## config.mk

```make
export PLATFORM = sky130hd
export DESIGN_NAME = bcast_throttle
export DESIGN_NICKNAME = d
export VERILOG_FILES = /design/src/rtl/bcast_throttle_pkg.sv /design/src/rtl/bt_cfg_fsm.sv /design/src/rtl/bt_port_counter.sv /design/src/rtl/bt_admit_logic.sv /design/src/rtl/bcast_throttle.sv
export SDC_FILE = /design/constraint.sdc
export NUM_CORES = 1
export LEC_CHECK = 0
export BUFFER_PORTS_ARGS = -buffer_cell sky130_fd_sc_hd__buf_2
export CAP_MARGIN = 10
export CORE_ASPECT_RATIO = 0.7
export CORE_MARGIN = 5
export CORE_UTILIZATION = 29
export DETAILED_ROUTE_END_ITERATION = 10
export PLACE_DENSITY = 0.43
export SLEW_MARGIN = 20
export SYNTH_ARGS = -nofsm -noshare
export SYNTH_HDL_FRONTEND = slang
export SYNTH_SLANG_ARGS = --single-unit
```

## constraint.sdc

```tcl
create_clock -name clk -period 5.5 [get_ports clk]
set_clock_uncertainty 0.05 [all_clocks]
set_input_delay 1.1 -clock clk [delete_from_list [all_inputs] [get_ports clk]]
set_output_delay 1.1 -clock clk [all_outputs]
set_load 0.02 [all_outputs]
```

## src/rtl/bcast_throttle_pkg.sv

```systemverilog
package bcast_throttle_pkg;

    typedef enum logic [0:0] {
        ST_CFG_WAIT = 1'b0,
        ST_ACTIVE   = 1'b1
    } bt_state_e;

    typedef struct packed {
        logic valid;
        logic bcast;
        logic admit;
    } bt_dec_t;

endpackage

```

## src/rtl/bt_cfg_fsm.sv

```systemverilog
module bt_cfg_fsm
    import bcast_throttle_pkg::*;
#(
    parameter int NUM_PORTS = 8,
    parameter int CAP_W     = 4
) (
    input  logic                       clk,
    input  logic                       rst_n,
    input  logic                       cfg_valid,
    input  logic [NUM_PORTS*CAP_W-1:0] cfg_caps,
    output logic                       active,
    output logic [NUM_PORTS*CAP_W-1:0] caps_q
);
    localparam int CAPS_W = NUM_PORTS * CAP_W;

    bt_state_e state_q, state_d;
    logic      cap_load;

    // next-state logic
    always_comb begin
        state_d  = state_q;
        cap_load = 1'b0;
        unique case (state_q)
            ST_CFG_WAIT: begin
                if (cfg_valid) begin
                    state_d  = ST_ACTIVE;   // transition CFG_LOAD
                    cap_load = 1'b1;
                end
            end
            ST_ACTIVE: begin
                state_d = ST_ACTIVE;
            end
            default: state_d = ST_CFG_WAIT;
        endcase
    end

    // state register
    always_ff @(posedge clk) begin
        if (!rst_n) begin
            state_q <= ST_CFG_WAIT;
        end else begin
            state_q <= state_d;
        end
    end

    // allowance storage, written only on CFG_LOAD
    always_ff @(posedge clk) begin
        if (!rst_n) begin
            caps_q <= {CAPS_W{1'b0}};
        end else if (cap_load) begin
            caps_q <= cfg_caps;
        end
    end

    // outputs
    always_comb begin
        unique case (state_q)
            ST_CFG_WAIT: active = 1'b0;
            ST_ACTIVE:   active = 1'b1;
            default:     active = 1'b0;
        endcase
    end

endmodule

```

## src/rtl/bt_port_counter.sv

```systemverilog
module bt_port_counter #(
    parameter int CAP_W = 4
) (
    input  logic             clk,
    input  logic             rst_n,
    input  logic             inc,
    input  logic             dec,
    output logic [CAP_W-1:0] count
);
    localparam logic [CAP_W-1:0] ONE  = {{(CAP_W-1){1'b0}}, 1'b1};
    localparam logic [CAP_W-1:0] ZERO = {CAP_W{1'b0}};

    logic [CAP_W-1:0] count_d;

    always_comb begin
        count_d = count;
        unique case ({inc, dec})
            2'b10:   count_d = count + ONE;
            2'b01:   count_d = (count == ZERO) ? ZERO : count - ONE;
            2'b11:   count_d = count;      // admit and release cancel
            default: count_d = count;
        endcase
    end

    always_ff @(posedge clk) begin
        if (!rst_n) begin
            count <= ZERO;
        end else begin
            count <= count_d;
        end
    end

endmodule

```

## src/rtl/bt_admit_logic.sv

```systemverilog
module bt_admit_logic #(
    parameter int CAP_W    = 4,
    parameter int POOL_W   = 10,
    parameter int NUM_BUFS = 512
) (
    input  logic              active,
    input  logic              bcast,
    input  logic [CAP_W-1:0]  count,
    input  logic [CAP_W-1:0]  cap,
    input  logic [POOL_W-1:0] pool_free,
    input  logic [POOL_W-1:0] cong_thr,
    output logic              congested,
    output logic              admit
);
    localparam int              OCC_W = POOL_W + 1;
    localparam logic [OCC_W-1:0] TOTAL = OCC_W'(NUM_BUFS);

    logic [OCC_W-1:0] free_ext;
    logic [OCC_W-1:0] occupancy;
    logic             port_room;

    always_comb begin
        free_ext  = {1'b0, pool_free};
        occupancy = (free_ext >= TOTAL) ? '0 : (TOTAL - free_ext);
        congested = (occupancy >= {1'b0, cong_thr});
        port_room = (count < cap);
        if (!bcast) begin
            admit = 1'b1;
        end else begin
            admit = active && port_room && !congested;
        end
    end

endmodule

```

## src/rtl/bcast_throttle.sv

```systemverilog
module bcast_throttle
    import bcast_throttle_pkg::*;
#(
    parameter int NUM_PORTS = 8,
    parameter int CAP_W     = 4,
    parameter int POOL_W    = 10,
    parameter int NUM_BUFS  = 512,
    localparam int PORT_W   = (NUM_PORTS > 1) ? $clog2(NUM_PORTS) : 1
) (
    input  logic                       clk,
    input  logic                       rst_n,
    input  logic                       cfg_valid,
    input  logic [NUM_PORTS*CAP_W-1:0] cfg_caps,
    input  logic                       req_valid,
    input  logic [PORT_W-1:0]          req_port,
    input  logic                       req_bcast,
    input  logic                       rel_valid,
    input  logic [PORT_W-1:0]          rel_port,
    input  logic                       rel_bcast,
    input  logic [POOL_W-1:0]          pool_free,
    input  logic [POOL_W-1:0]          cong_thr,
    output logic                       cfg_done,
    output logic                       dec_valid,
    output logic [PORT_W-1:0]          dec_port,
    output logic                       dec_bcast,
    output logic                       dec_admit
);
    localparam int CAPS_W = NUM_PORTS * CAP_W;

    logic [CAPS_W-1:0] caps_q;
    logic [CAP_W-1:0]  cnt   [NUM_PORTS];
    logic [CAP_W-1:0]  cnt_sel;
    logic [CAP_W-1:0]  cap_sel;
    logic              admit_now;
    logic              cong_now;
    bt_dec_t           dec_d, dec_q;
    logic [PORT_W-1:0] port_q;

    bt_cfg_fsm #(
        .NUM_PORTS (NUM_PORTS),
        .CAP_W     (CAP_W)
    ) u_cfg (
        .clk       (clk),
        .rst_n     (rst_n),
        .cfg_valid (cfg_valid),
        .cfg_caps  (cfg_caps),
        .active    (cfg_done),
        .caps_q    (caps_q)
    );

    generate
        for (genvar p = 0; p < NUM_PORTS; p++) begin : g_port
            logic inc_p, dec_p;
            assign inc_p = req_valid && req_bcast && admit_now
                           && (req_port == PORT_W'(p));
            assign dec_p = rel_valid && rel_bcast
                           && (rel_port == PORT_W'(p));
            bt_port_counter #(
                .CAP_W (CAP_W)
            ) u_cnt (
                .clk   (clk),
                .rst_n (rst_n),
                .inc   (inc_p),
                .dec   (dec_p),
                .count (cnt[p])
            );
        end
    endgenerate

    always_comb begin
        cnt_sel = '0;
        cap_sel = '0;
        for (int p = 0; p < NUM_PORTS; p++) begin
            if (req_port == PORT_W'(p)) begin
                cnt_sel = cnt[p];
                cap_sel = caps_q[p*CAP_W +: CAP_W];
            end
        end
    end

    bt_admit_logic #(
        .CAP_W    (CAP_W),
        .POOL_W   (POOL_W),
        .NUM_BUFS (NUM_BUFS)
    ) u_adm (
        .active    (cfg_done),
        .bcast     (req_bcast),
        .count     (cnt_sel),
        .cap       (cap_sel),
        .pool_free (pool_free),
        .cong_thr  (cong_thr),
        .congested (cong_now),
        .admit     (admit_now)
    );

    always_comb begin
        dec_d.valid = req_valid;
        dec_d.bcast = req_bcast;
        dec_d.admit = req_valid && admit_now;
    end

    always_ff @(posedge clk) begin
        if (!rst_n) begin
            dec_q  <= '0;
            port_q <= '0;
        end else begin
            dec_q  <= dec_d;
            port_q <= req_port;
        end
    end

    assign dec_valid = dec_q.valid;
    assign dec_bcast = dec_q.bcast;
    assign dec_admit = dec_q.admit;
    assign dec_port  = port_q;

endmodule

```

# Word level (Yosys, flattened, before mapping)
# Index checks and enable logic that the tools add are counted.
word_totals:
  register_bits: 71
  in_bits: 65
  word_cells: 144
classes:
  n_addsub: 17
  n_lt_le_gt_ge: 3
  eq_ne: 30
  n_mux: 38
  bitwise: 1
  n_reduce_logical: 41
ops:
  columns: ["operator", "n"]
  rows:
  - ["$mux 4", 24]
  - ["$pmux 4 s2", 8]
  - ["$add 4x1->4 const B", 8]
  - ["$logic_not 4->1", 8]
  - ["$sub 4x1->4 const B", 8]
  - ["$eq 3x3->1 const B", 8]
  - ["$logic_and 1x1->1", 22]
  - ["$eq 2x1->1 const B", 8]
  - ["$eq 2x2->1 const B", 8]
  - ["$reduce_bool 2->1", 8]
  - ["$eq 3x2->1 const B", 4]
  - ["$ge 11x10->1", 1]
  - ["$mux 11", 1]
  - ["$sub 10x10->11 const A", 1]
  - ["$ge 10x10->1 const B", 1]
  - ["$eq 3x1->1 const B", 2]
  - ["$logic_not 3->1", 2]
  - ["$lt 4x4->1", 1]
  - ["$pmux 1 s2", 2]
  - ["$mux 1", 3]
  - ["$logic_not 1->1", 1]
  - ["$not 1->1", 1]

# Longest topological paths before layout
logic_depth:
  word_depth: 17
  mapped_depth: 18

# Hierarchy
# Synthesis repeated with hierarchy kept, for this count alone.
unflattened:
  hier_cells: 666
  area_unflattened_um2: 5544.1
modules_own_cells:
  columns: ["mod", "instances", "cells_each", "area_per_inst_um2"]
  rows:
  - ["bt_port_counter", 8, 40, 311.5]
  - ["bt_cfg_fsm", 1, 142, 1350.0]
  - ["bcast_throttle", 1, 124, 1129.8]
  - ["bt_admit_logic", 1, 80, 571.8]

# Worst setup path before layout
# OpenSTA, ideal clock, no wires.
synth_path:
  path_type: "input to register"
  start: "in pool_free[0]"
  end: "reg g_port[7].u_cnt.count[2]"
  setup_time_ps: 76
  arrival_time_ps: 4325
  required_time_ps: 5374
  slack_ps: 1049
  cell_stages: 18
  n_path_buf: 0
  cell_sequence: "inv_1 -> ha_1 -> or3b_1 -> nor2_1 -> nor2_1 -> nor2_1 -> nor3_1 -> ha_1 -> a21o_1 -> a2111oi_0 -> o21ai_0 -> nand2_1 -> nand4_1 -> ha_1 -> nor2b_1 -> a31oi_1 -> or3_1 -> a21boi_0"
synth_between:
  elab_chain_cells: 10
synth_rtl:
  columns: ["element", "line", "rtl"]
  rows:
  - ["from (decl)", "bcast_throttle.sv:20", "input logic [POOL_W-1:0] pool_free,"]
  - ["$sub 10x10->11 or $ge 10x10->1 (tied branches)", "bt_admit_logic.sv:24", "occupancy = (free_ext >= TOTAL) ? '0 : (TOTAL - free_ext);"]
  - ["$mux 11 *", "bt_admit_logic.sv:24", null]
  - ["$ge 11x10->1 *", "bt_admit_logic.sv:25", "congested = (occupancy >= {1'b0, cong_thr});"]
  - ["$logic_not 1->1 *", "bt_admit_logic.sv:30", "admit = active && port_room && !congested;"]
  - ["$logic_and 1x1->1 *", "bt_admit_logic.sv:30", null]
  - ["$mux 1 *", "bt_admit_logic.sv:27", "if (!bcast) begin"]
  - ["$logic_and 1x1->1 *", "bcast_throttle.sv:54", "assign inc_p = req_valid && req_bcast && admit_now"]
  - ["$logic_and 1x1->1 *", "bcast_throttle.sv:55", "&& (req_port == PORT_W'(p));"]
  - ["$eq 2x1->1 or $eq 2x2->1 (tied branches)", "bt_port_counter.sv:17", "unique case ({inc, dec})"]
  - ["$pmux 4 s2 or $reduce_bool 2->1 (tied branches)", null, null]
  - ["to (signal assigned)", "bt_port_counter.sv:29", "count <= count_d;"]
  - ["to (decl)", "bt_port_counter.sv:8", "output logic [CAP_W-1:0] count"]
# Every way passes the cells marked *; elsewhere a longest branch is shown, timed or not.
# A chain may end at the register's enable or synchronous reset.

# Final worst setup path
layout_path:
  start: "in req_port[0]"
  end: "reg g_port[7].u_cnt.count[2]"
layout_between:
  elab_chain_cells: 17
layout_rtl:
  columns: ["element", "line", "rtl"]
  rows:
  - ["from (decl)", "bcast_throttle.sv:15", "input logic [PORT_W-1:0] req_port,"]
  - ["$logic_not 3->1", "bcast_throttle.sv:74", "if (req_port == PORT_W'(p)) begin"]
  - ["$mux 4 (8 in a row)", "bcast_throttle.sv:74", null]
  - ["$lt 4x4->1", "bt_admit_logic.sv:26", "port_room = (count < cap);"]
  - ["$logic_and 1x1->1 (2 in a row)", "bt_admit_logic.sv:30", null]
  - ["$mux 1", "bt_admit_logic.sv:27", null]
  - ["$logic_and 1x1->1", "bcast_throttle.sv:54", null]
  - ["$logic_and 1x1->1 *", "bcast_throttle.sv:55", null]
  - ["$eq 2x1->1 or $eq 2x2->1 (tied branches)", "bt_port_counter.sv:17", null]
  - ["$pmux 4 s2 or $reduce_bool 2->1 (tied branches)", null, null]
# Marked as above.

==> impl_metrics.json <==
{
  "outcome": "finished, final reports clean",
  "die_y_um": 117,
  "critical_path_class": "input pin to flip-flop",
  "layout.nets": 738,
  "setup_viol": 0,
  "grt_max_degree": 71,
  "max_freq_ghz": 0.215,
  "die_area_mm2": 0.0191,
  "combPwrFrac_pct": 12.9,
  "drive_gt1_share_pct": 16.7,
  "ctsLongestPathBuffers": 2,
  "fin_setup_tns_ps": 0,
  "regToRegStartpoint": "g_port[0].u_cnt.count[3]$_SDFFE_PN0P_",
  "hp-class": "flip-flop to flip-flop",
  "synth_area_leaders": "dfxtp_1 30%, ha_1 10%, a21boi_0 6.3%, nand2_1 6.3%, mux4_2 4.3%",
  "total_power_mw": 1.33,
  "peakVddDrop_mv": 0.144,
  "fin_cells": 865,
  "ios": 72,
  "critPathCaptureType": "flip-flop",
  "slew_headroom_pct": 53.4,
  "synth-edff-count": 0,
  "netlist-cell-type-count": 54,
  "maxCapViolCount": 0,
  "p_int_mw": 0.963,
  "hold_start": "u_cfg.caps_q[4]$_SDFFE_PN0P_",
  "p_seq_share_pct": 40.8,
  "required_ps": 5720,
  "synth_top_area_cell": "dfxtp_1",
  "start_kind": "input pin",
  "start_util_pct": 29.3,
  "cts_tree": "yes",
  "drt_pass1_iterations": 4,
  "routed_via_density": 4.92,
  "crit_fanout": 23,
  "final_hold_viol_count": 0,
  "async_flop_share_pct": 0,
  "switching_share_pct": 27.7,
  "ys_warn_count": 0,
  "place_congestion": 0.914,
  "yosysSeqAreaShare_pct": 29.9,
  "p_per_area_mw_per_mm2": 237,
  "place.detailed.hpwl_um": 9720,
  "io_buffer_count": 71,
  "syn_to_final_growth_pct": 18.3,
  "leakagePower_nw": 2.18,
  "grt_pass1_vias": 4148,
  "core_area_mm2": 0.0162,
  "worstMarginPinSlew_ps": 697,
  "drt-initial-drc-count": 276,
  "num_rows": 39,
  "fin_util_pct": 34.7,
  "min_period_over_period_pct": 84.8,
  "clk_pin_slew_ps": 70,
  "rsz0062_at_grt": "no",
  "synthTopCellsByCount": "80 x nand2_1, 71 x dfxtp_1, 45 x nor2_1, 40 x a21boi_0, 38 x ha_1",
  "ys_seq_elements": 71,
  "yosys.area.top_type_share_pct": 29.9,
  "dpl.cell_count": 849,
  "synth_area_per_cell_um2": 8.28,
  "avgRoutedWirePerCell_um": 15.4,
  "switching_power_mw": 0.369,
  "cts_buffers": 9,
  "critPathLaunch": "req_port[0]",
  "grt_pass1_wl_um": 21500,
  "routed_wl_um": 13300,
  "drc": 0,
  "postCtsSetupRepairBufs": 0,
  "hold_buffers": 0,
  "clock_sinks": 71,
  "syn_area_mm2": 0.00475,
  "fill_cells": 1708,
  "synth_ff_type": "dfxtp_1",
  "grt_usage_pct": 14.3,
  "root_buffer": "clkbuf_16",
  "ant_nets": 0,
  "grt-ovfl-total": 0,
  "period_minus_slack_ps": 4660,
  "routed-via-count": 4259,
  "dpl_cell_area_mm2": 0.00532,
  "syn_nets": 676,
  "final_cell_area_mm2": 0.00562,
  "antenna_found_initial": 0,
  "clkPwrFrac_pct": 46.3,
  "yosysMostFrequentCell": "nand2_1",
  "cp.arrival_ps": 4880,
  "cts_resized": 0,
  "die_x_um": 163,
  "synthCells": 573,
  "h-tree-depth": 3,
  "worst_skew_pair.late_latency_ps": 340,
  "slew_violations": 0,
  "diodes": 0
}
-- worst max-delay path, cell delays in order --
cell and delay [ps]:
buf_2 530, mux4_2 610, mux2_2 290, ha_1 360, a22oi_1 220, o311ai_1 190, a41oi_4 380, nand4_1 150
ha_1 320, nor2b_1 200, a31oi_1 50, or3_1 300, a21boi_0 160
-- cells by family after synthesis --
logic type	share of synthesized area, %
and+or+nand+nor	25.4
AOI/OAI and AO/OA	21.1
DFF	29.9
buffers and inverters	4.48
adders and majority gates	10.0
muxes	8.14
xor gates and xnor gates	0.922
-- state kept, by name, indices dropped and copies added, names as in the netlist --
signal / cells
dec_valid: 1
u_cfg.caps_q: 32
g_port.u_cnt.count: 32
dec_port: 3
u_cfg.state_q: 1
dec_admit: 1
dec_bcast: 1
-- per-stage QoR --
step	setup WS, ps	hold WS [ps]
floorplan	1050	388
global route	378	434
CTS	820	416
finish	838	411
detailed placement	445	407
global placement	537	402
-- area by class of cell --
cell class                      count  area (um^2)  area share, %
Multi-Input combinational cell    449         3120           55.6
Timing Repair Buffer               73          373           6.64
Tap cell                          225          282           5.01
Clock buffer                        9          225           4.01
Clock inverter                      7         77.6           1.38
Inverter                           31          116           2.07
Sequential cell                    71         1420           25.3
-- cell usage in the layout, fill, tap and decap left out, drive strengths merged, types with 3 or more instances in the layout --
cell | synthesis | layout
o21ai | 32 | 32
mux4 | 9 | 9
a21boi | 40 | 40
buf | 5 | 73
dfxtp | 71 | 71
nand4b | 8 | 8
and2 | 15 | 15
xor2 | 4 | 4
a21oi | 26 | 26
nor3b | 3 | 3
a21o | 10 | 10
or3 | 9 | 9
nor2 | 45 | 45
a31oi | 9 | 9
ha | 38 | 38
inv | 31 | 34
or4b | 9 | 9
mux2 | 3 | 3
a22oi | 9 | 9
nand2b | 6 | 6
nand4 | 8 | 8
a311oi | 8 | 8
mux2i | 15 | 15
clkbuf | 17 | 9
nand2 | 80 | 80
nor2b | 30 | 30
nor3 | 8 | 8
-- power by group through the flow --
stage	logic (mW)	clock network, mW	registers, mW
6_report	0.172	0.616	0.544
5_1_grt	0.194	0.655	0.546
4_1_cts	0.175	0.635	0.544
3_5_place_dp	0.174	0	0.556
3_3_place_gp	0.172	0	0.555
2_1_floorplan	0.109	0	0.555
-- per-layer routing --
layer	global-route usage [%]	vias up	share of wire, %
li1	-	2170	-
met1	19.8	2010	51
met2	23.0	71	44
met3	3.40	8	3.8
met4	2.91	0	0.78
met5	0	-	0
-- path summary, 6_finish.rpt --
check        depth (start not counted)                                     to  slack (ps)
max                                 13  g_port[7].u_cnt.count[2]$_SDFFE_PN0P_         840
max reg2reg                         12  g_port[7].u_cnt.count[2]$_SDFFE_PN0P_        1890
min                                  2           u_cfg.caps_q[4]$_SDFFE_PN0P_         410
min reg2reg                          2           u_cfg.caps_q[4]$_SDFFE_PN0P_         410
(Power assumes the default switching activity.)
